`src/rtl/lzc_pkg.sv`:
```
package lzc_pkg;
    localparam int unsigned DATA_W = 32;
    localparam logic [5:0] FN_LEAD_ZERO = 6'd32;
    localparam logic [5:0] FN_LEAD_ONE  = 6'd33;

    typedef enum logic {
        ST_IDLE  = 1'b0,
        ST_VALID = 1'b1
    } lzc_state_e;
endpackage

```
`src/rtl/lzc_halve_stage.sv`:
```
// One step of the halving search: keep the upper half when it holds a set bit.
module lzc_halve_stage #(
    parameter int F  = 16,
    parameter int CW = 6
) (
    input  logic [2*F-1:0] val_i,
    input  logic [CW-1:0]  len_i,
    output logic [F-1:0]   val_o,
    output logic [CW-1:0]  len_o
);
    logic hit;

    always_comb begin
        hit   = |val_i[2*F-1:F];
        val_o = hit ? val_i[2*F-1:F] : val_i[F-1:0];
        len_o = hit ? (len_i - CW'(F)) : len_i;
    end
endmodule

```
`src/rtl/lzc_nibble_lut.sv`:
```
// Significant-bit count of a 4-bit field.
module lzc_nibble_lut (
    input  logic [3:0] nib_i,
    output logic [2:0] sig_o
);
    always_comb begin
        unique casez (nib_i)
            4'b1???: sig_o = 3'd4;
            4'b01??: sig_o = 3'd3;
            4'b001?: sig_o = 3'd2;
            4'b0001: sig_o = 3'd1;
            default: sig_o = 3'd0;
        endcase
    end
endmodule

```
`src/rtl/lzc_core.sv`:
```
// Combinational leading-bit count: optional inversion, halving stages, nibble lookup.
module lzc_core #(
    parameter int WIDTH = 32,
    parameter int CW    = $clog2(WIDTH) + 1
) (
    input  logic [WIDTH-1:0] operand_i,
    input  logic             ones_i,
    output logic [CW-1:0]    count_o
);
    localparam int STAGES = $clog2(WIDTH) - 2;

    logic [WIDTH-1:0] src;
    logic [2:0]       nib_sig;

    assign src = ones_i ? ~operand_i : operand_i;

    for (genvar g = 0; g < STAGES; g++) begin : g_stage
        localparam int F = WIDTH >> (g + 1);
        logic [2*F-1:0] val_in;
        logic [CW-1:0]  len_in;
        logic [F-1:0]   val_out;
        logic [CW-1:0]  len_out;

        if (g == 0) begin : g_first
            assign val_in = src;
            assign len_in = CW'(WIDTH);
        end else begin : g_next
            assign val_in = g_stage[g-1].val_out;
            assign len_in = g_stage[g-1].len_out;
        end

        lzc_halve_stage #(.F(F), .CW(CW)) u_stage (
            .val_i (val_in),
            .len_i (len_in),
            .val_o (val_out),
            .len_o (len_out)
        );
    end

    lzc_nibble_lut u_lut (
        .nib_i (g_stage[STAGES-1].val_out),
        .sig_o (nib_sig)
    );

    assign count_o = g_stage[STAGES-1].len_out - CW'(nib_sig);
endmodule

```
`src/rtl/lead_count_unit.sv`:
```
module lead_count_unit #(
    parameter int WIDTH = lzc_pkg::DATA_W
) (
    input  logic             clk,
    input  logic             rst_n,
    input  logic             in_valid,
    input  logic [5:0]       in_func,
    input  logic [WIDTH-1:0] in_operand,
    output logic             out_valid,
    output logic [WIDTH-1:0] out_count
);
    import lzc_pkg::*;

    localparam int CW = $clog2(WIDTH) + 1;

    lzc_state_e    state_q, state_d;
    logic [CW-1:0] count_q;
    logic [CW-1:0] core_count;
    logic          code_ok;
    logic          accept;
    logic          want_ones;

    assign code_ok   = (in_func == FN_LEAD_ZERO) || (in_func == FN_LEAD_ONE);
    assign accept    = in_valid && code_ok;
    assign want_ones = (in_func == FN_LEAD_ONE);

    lzc_core #(.WIDTH(WIDTH), .CW(CW)) u_core (
        .operand_i (in_operand),
        .ones_i    (want_ones),
        .count_o   (core_count)
    );

    always_comb begin
        state_d = state_q;
        unique case (state_q)
            ST_IDLE:  state_d = accept ? ST_VALID : ST_IDLE;
            ST_VALID: state_d = accept ? ST_VALID : ST_IDLE;
            default:  state_d = ST_IDLE;
        endcase
    end

    always_ff @(posedge clk or negedge rst_n) begin
        if (!rst_n) state_q <= ST_IDLE;
        else        state_q <= state_d;
    end

    always_ff @(posedge clk or negedge rst_n) begin
        if (!rst_n)      count_q <= '0;
        else if (accept) count_q <= core_count;
    end

    assign out_valid = (state_q == ST_VALID);
    assign out_count = {{(WIDTH-CW){1'b0}}, count_q};
endmodule

```
`config.mk`:
```
export PLATFORM = sky130hd
export DESIGN_NAME = lead_count_unit
export DESIGN_NICKNAME = d
export VERILOG_FILES = /design/src/rtl/lzc_pkg.sv /design/src/rtl/lzc_halve_stage.sv /design/src/rtl/lzc_nibble_lut.sv /design/src/rtl/lzc_core.sv /design/src/rtl/lead_count_unit.sv
export SDC_FILE = /design/constraint.sdc
export NUM_CORES = 1
export LEC_CHECK = 0
export CELL_PAD_IN_SITES_DETAIL_PLACEMENT = 1
export CELL_PAD_IN_SITES_GLOBAL_PLACEMENT = 1
export CORE_ASPECT_RATIO = 0.8
export CORE_MARGIN = 2
export CORE_UTILIZATION = 29
export DETAILED_ROUTE_END_ITERATION = 8
export GPL_TIMING_DRIVEN = 0
export HOLD_SLACK_MARGIN = 0.12
export PLACE_DENSITY_LB_ADDON = 0.08
export SYNTH_ARGS = -nofsm -noshare
export SYNTH_HDL_FRONTEND = slang
export SYNTH_SLANG_ARGS = --single-unit
```
`constraint.sdc`:
```
create_clock -name clk -period 0.8 [get_ports clk]
set_input_delay 0.16 -clock clk [delete_from_list [all_inputs] [get_ports clk]]
set_output_delay 0.16 -clock clk [all_outputs]
set_load 0.005 [all_outputs]
```
* Word-level counts from Yosys, hierarchy flattened *
Cells that the tools add are included.

cells by class
  mux-type cells = 9
  reduce and logical (&&, ||, !) cells = 5
  add/subtract/negate cells = 3
  bitwise logic cells = 1
  equal/unequal tests = 5

operators with widths
  kind                   count
  $mux W32               1
  $not A32 Y32           1
  $mux W6                3
  $mux W16               1
  $reduce_or A16 Y1      1
  $eq A6 B6 Y1 const B   2
  $pmux W3 S4            1
  $mux W8                1
  $reduce_or A8 Y1       1
  $sub A6 B3 Y6          1
  $sub A6 B3 Y6 const B  1
  $sub A6 B4 Y6 const B  1
  $eq A4 B1 Y1 const B   1
  $mux W4                1
  $reduce_or A4 Y1       1
  $eq A3 B1 Y1 const B   1
  $eq A2 B1 Y1 const B   1
  $logic_and A1 B1 Y1    1
  $logic_or A1 B1 Y1     1
  $mux W1                1

word-level totals
  register bits = 7
  output and inout port bits = 33
  logic and storage cells = 25

* Depth between registers and ports, before layout *
Gate-level depths: netlist (run 1).

  depth after elaboration = 11
  mapped depth = 15
  mapped depth without buffers = 13

* Modules after synthesis *
From an unflattened synthesis (run 1), not the netlist that was laid out.

second synthesis, totals
  cell total of the unflattened synthesis = 180
  area total of the unflattened synthesis = 1581.5 um^2

modules (own cells, without submodules)
  module                                       instances  area an instance (um^2)  seq. area each (um^2)  cells an instance
  lead_count_unit                              1          511.7                    175.2                  45
  lzc_core                                     1          481.7                    0.0                    61
  lzc_halve_stage (u_core.g_stage[0].u_stage)  1          241.5                    0.0                    30
  lzc_halve_stage (u_core.g_stage[1].u_stage)  1          177.7                    0.0                    21
  lzc_halve_stage (u_core.g_stage[2].u_stage)  1          138.9                    0.0                    17
  lzc_nibble_lut                               1          30.0                     0.0                    6

* Least setup slack after synthesis (run 1) *
No wires, ideal clock.

  path kind = input to register
  start point = input port in_operand[31]
  end point = register count_q[4]
  path slack = -2.238 ns
  cell stages on the path = 11
  required time = 0.705 ns
  path buffers = 0
  data arrival time = 2.943 ns
  path through = nand4_1 > nor4_4 > mux2_4 > a32oi_2 > nand2_1 > o221ai_2 > inv_1 > ha_1 > a221oi_1 > nor3_1 > o31ai_1

on the way
  word-level cells in the longest chain between the ends = 11
  elaborated cells between the ends (all ways) = 18
  classes of those cells = 3 x add/sub; 3 x eq/ne; 8 x mux; 1 x bitwise; 3 x reduce/logical

RTL lines
  element                                                RTL line               RTL
  start, declared                                        lead_count_unit.sv:8   input logic [WIDTH-1:0] in_operand,
  $not A32 Y32                                           lzc_core.sv:15         assign src = ones_i ? ~operand_i : operand_i;
  $mux W32 *                                             lzc_core.sv:15
  branches (longest 8 deep; another with $sub A6 B4 Y6)  -
  $sub A6 B3 Y6 *                                        lzc_core.sv:45         assign count_o = g_stage[STAGES-1].len_out - CW'(nib_sig);
  end signal, assigned                                   lead_count_unit.sv:49  else if (accept) count_q <= core_count;
  end, declared                                          lead_count_unit.sv:17  logic [CW-1:0] count_q;

Mark *: on every way between the ends.
A chain may end at the register's enable or synchronous reset.

* Worst setup path in the final report (run 1) *
  start point = input port in_operand[20]
  end point = register count_q[5]

Same word-level chain as after synthesis.

==> PnR_summary.wiki, run 1 <==
{| class="wikitable"
! Metric !! Value
|-
| Worst-path maximum fanout || 5
|-
| Sequential-to-total area share from yosys stat || 11.4%
|-
| Clk Latency, worst-skew pair || 240 ps
|-
| Number of vias after detailed routing || 2095
|-
| # rows || 23
|-
| Total of buffers placed on input and output ports || 47
|-
| Async SR Flop Fraction || 100%
|-
| Maximum level of the CTS H-tree || 1
|-
| Detailed Route WL || 7410 µm
|-
| Netlist Area Pre-Place || 1540 µm²
|-
| Final count of negative-setup-slack endpoints || 13
|-
| Initial Utilization || 30.5%
|-
| Detailed Route Iter0 Violations || 100
|-
| HPWL reported at the end of detailed placement || 4370 µm
|-
| Max-slew violations || 0
|-
| Number of design rule violations left after detail routing || 0
|-
| Horizontal die dimension || 85.5 µm
|-
| Multi-input gate area || 1510 µm²
|-
| Worst-path cell with the longest stage delay || sky130_fd_sc_hd__mux2_4
|-
| Type of the most critical hold path || in2async
|-
| Part of the cycle the worst path needs || 374%
|-
| Residual overflow from global routing || 0
|-
| Setup slack on the worst flop-to-flop path || -10 ps
|-
| Capture point of the worst path || count_q[5]
|-
| Diode insertion count for antenna repair || 0
|-
| Result of the run || complete, but fails checks
|-
| Maximum number of pins on one net before global-route repair || 11
|-
| TritonCTS Sinks || 7
|-
| Clock slew at the register clock pins of the worst setup and hold paths || 50 ps
|-
| Worst Reg-to-Reg Cells || 3
|-
| Gate count after technology mapping || 195
|-
| Root buffer selected by CTS || sky130_fd_sc_hd__clkbuf_8
|-
| Placed Area || 2240 µm²
|-
| Total of max-cap violations || 0
|-
| Most common cell after layout, fill and taps aside || sky130_fd_sc_hd__buf_4
|-
| Hold violation total from the final report || 0
|-
| # hold bufs at CTS || 0
|-
| Average routed wire per standard cell || 19.4 µm
|-
| Ratio of cells with drive above 1 in the final layout || 55.2%
|-
| Area of the placeable core || 5060 µm²
|-
| Leakage power summed over all cells || 0.00140 µW
|-
| Worst R2R Start || count_q[5]
|-
| CP Capture Type || flop
|-
| Antenna Nets Post-Route || 0
|-
| Area growth, synth to finish || 92.8%
|-
| Post-layout nets || 364
|-
| Overall die area || 5920 µm²
|-
| Bufs on Longest Clock Path || 2
|-
| Power density over cell area || 736 nW/µm²
|-
| TritonCTS clock tree || yes
|-
| First element of the critical path || in_operand[20]
|-
| Total non-filler cell area in the finished layout || 2970 µm²
|-
| List of cells traversed by the critical path || buf_8 -> nand4_1 -> buf_4 -> nor4_4 -> buf_6 -> mux2_4 -> a32oi_4 -> o21ai_4 -> o221ai_2 -> inv_2 -> ha_4 -> inv_4 -> a211oi_4 -> nor4_2 -> o211ai_1
|-
| Mean number of vias per cell || 5.50
|-
| Ys flop type || sky130_fd_sc_hd__dfrtp_1
|-
| Placer Congestion || 0.902
|-
| Worst-case clock skew || 0 ps
|-
| Number of antenna violations at the first check in global routing || 0
|-
| Fill cell instance count of the final layout || 594
|-
| Unrepaired setup endpoints after global routing || true
|-
| Final WS setup || -2190 ps
|-
| Kind of start point of the critical path || input pin
|-
| First-pass GRT wire length || 10600 µm
|-
| Vert. Die Dim || 69.2 µm
|-
| Count of different cell masters after synthesis || 58
|-
| Syn. warnings || 0
|-
| Violations in the final reports || setup timing
|-
| Setup slack after placement || -3200 ps
|-
| Post-synthesis register bit count || 7
|-
| Achievable clock frequency || 334 MHz
|-
| Number of enable-type register cells in the synthesized netlist || 0
|-
| Capturing point of the worst reg2reg path || count_q[5]
|-
| Total routing resource utilization after global routing || 21.9%
|-
| Final core utilization || 58.7%
|-
| VDD IR-drop max || 532 µV
|-
| Number of placed I/O pins || 74
|-
| Commonest cells after routing, fill and taps aside || sky130_fd_sc_hd__buf_4, sky130_fd_sc_hd__conb_1, sky130_fd_sc_hd__buf_6
|-
| Synth Area per Inst || 7.91 µm²
|-
| Required time reported for the critical path endpoint || 950 ps
|-
| Crit path largest cell delay || 320 ps
|-
| Clock period minus worst slack || 2990 ps
|-
| WS Path Type || in2reg
|-
| Data arrival time at the worst-slack endpoint || 3140 ps
|-
| Clock buffers created by TritonCTS || 3
|-
| Vias in the first global route || 2196
|-
| Number of detailed-route iterations in the first pass || 4
|-
| Post-route setup TNS || -12360 ps
|-
| FF/Latch Area || 175 µm²
|}
[kinds of logic after synthesis]
kind of cell	count (synthesis)	share of synthesized area, %
xor gates and xnor gates	2	1.14
muxes	12	8.43
adders and majority gates	3	2.43
and+or+nand+nor	65	25.5
DFF	7	11.4
buffers and inverters	40	16.6
other	1	0.243
AOI/OAI and AO/OA	65	34.3
[through the flow]
step                      hold WS [ps]  instances  power, µW
after floorplan                   -136        220        889
after detailed placement           456        329       1370
after global placement             445        329       1350
final                              198        381       2190
after global routing               215        381       2320
after CTS                          205        365       2020
[routing by layer]
metal  GRT usage [%]  wire (µm)  part of all wire [%]  vias up
met5               0          0                     0        -
met1            27.2       3170                    43     1019
met3            4.40        453                   6.1       18
met2            37.5       3600                    49       96
li1                -          -                     -      962
met4            7.76        182                   2.5        0
[state kept, by name, indices dropped and copies added, names as in the netlist]
register   count
count_q        6
out_valid      1
[final cells by class]
| cell class | count | share of cell area (%) |
|---|---|---|
| Multi-Input combinational cell | 173 | 50.7 |
| Timing Repair Buffer | 95 | 29.2 |
| Buffer | 33 | 8.75 |
| Sequential cell | 7 | 5.89 |
| Tap cell | 62 | 2.61 |
| Clock buffer | 3 | 1.39 |
| Inverter | 6 | 1.09 |
| Clock inverter | 1 | 0.168 |
| Timing Repair inverter | 1 | 0.168 |
[cells in the mapped netlist, types with 2 or more instances]
master                      n  share of area (%)
sky130_fd_sc_hd__a21oi_1    9                2.9
sky130_fd_sc_hd__mux2_2     4                2.9
sky130_fd_sc_hd__xnor2_1    2                1.1
sky130_fd_sc_hd__nor2_1     7                1.7
sky130_fd_sc_hd__ha_1       3                2.4
sky130_fd_sc_hd__and2_1     2               0.81
sky130_fd_sc_hd__o21a_1     2               0.97
sky130_fd_sc_hd__nor4b_1    2                1.1
sky130_fd_sc_hd__a211oi_1   8                3.9
sky130_fd_sc_hd__clkbuf_1   2               0.49
sky130_fd_sc_hd__inv_1      5                1.2
sky130_fd_sc_hd__and3_1     2               0.81
sky130_fd_sc_hd__a211o_1    7                4.0
sky130_fd_sc_hd__a211oi_2   2                1.6
sky130_fd_sc_hd__o211ai_1   7                3.4
sky130_fd_sc_hd__nor4_1     6                2.4
sky130_fd_sc_hd__o21ai_0    4                1.3
sky130_fd_sc_hd__mux2i_1    7                4.5
sky130_fd_sc_hd__o211ai_2   2                1.6
sky130_fd_sc_hd__buf_4     27                 13
sky130_fd_sc_hd__nand2_1   17                4.1
sky130_fd_sc_hd__nand3_1    8                2.6
sky130_fd_sc_hd__nand4_1    6                2.4
sky130_fd_sc_hd__buf_2      4                1.3
sky130_fd_sc_hd__dfrtp_1    7                 11
sky130_fd_sc_hd__nor3_1     4                1.3
sky130_fd_sc_hd__a31oi_1    5                2.0
sky130_fd_sc_hd__a221oi_1   3                1.7
sky130_fd_sc_hd__o211a_1    2                1.3
[power by group]
part	switching [µW]	total (µW)	internal, µW
clock	196	536	341
combinational	561	1210	650
sequential	28.4	443	415
[worst min-delay path by stage]
stage          startpoint    endpoint  slack [ps]  depth (start not counted)
2_1_floorplan       rst_n  count_q[0]        -140                          0
3_3_place_gp        rst_n  count_q[0]         440                          1
3_5_place_dp        rst_n  count_q[2]         460                          1
4_1_cts             rst_n  count_q[1]         210                          1
5_1_grt             rst_n  count_q[3]         220                          1
6_report            rst_n  count_q[3]         200                          1
[repair_timing]
item	in CTS	in global routing
endpoints found under the setup margin	14	14
pin swaps	30	34
buffers inserted	33	17
gates cloned	0	1
resized for setup	175	49
[critical path: cells and delay by family]
kind	cells	cell delay (ps)
compound gates	5	1170
fa+ha+maj	1	320
buf+inv	5	630
mux	1	320
simple gates	3	540
Note: power is estimated with default switching activity, not from simulation.
==> run 2: changes to the inputs <==
--- a/config.mk
+++ b/config.mk
@@ -12,7 +12,7 @@
 export CORE_UTILIZATION = 29
 export DETAILED_ROUTE_END_ITERATION = 8
 export GPL_TIMING_DRIVEN = 0
-export HOLD_SLACK_MARGIN = 0.12
+export HOLD_SLACK_MARGIN = 0.06
 export PLACE_DENSITY_LB_ADDON = 0.08
 export SYNTH_ARGS = -nofsm -noshare
 export SYNTH_HDL_FRONTEND = slang
==> results of run 2 <==
Final layout, timing and power as in run 1 (identical DEF).
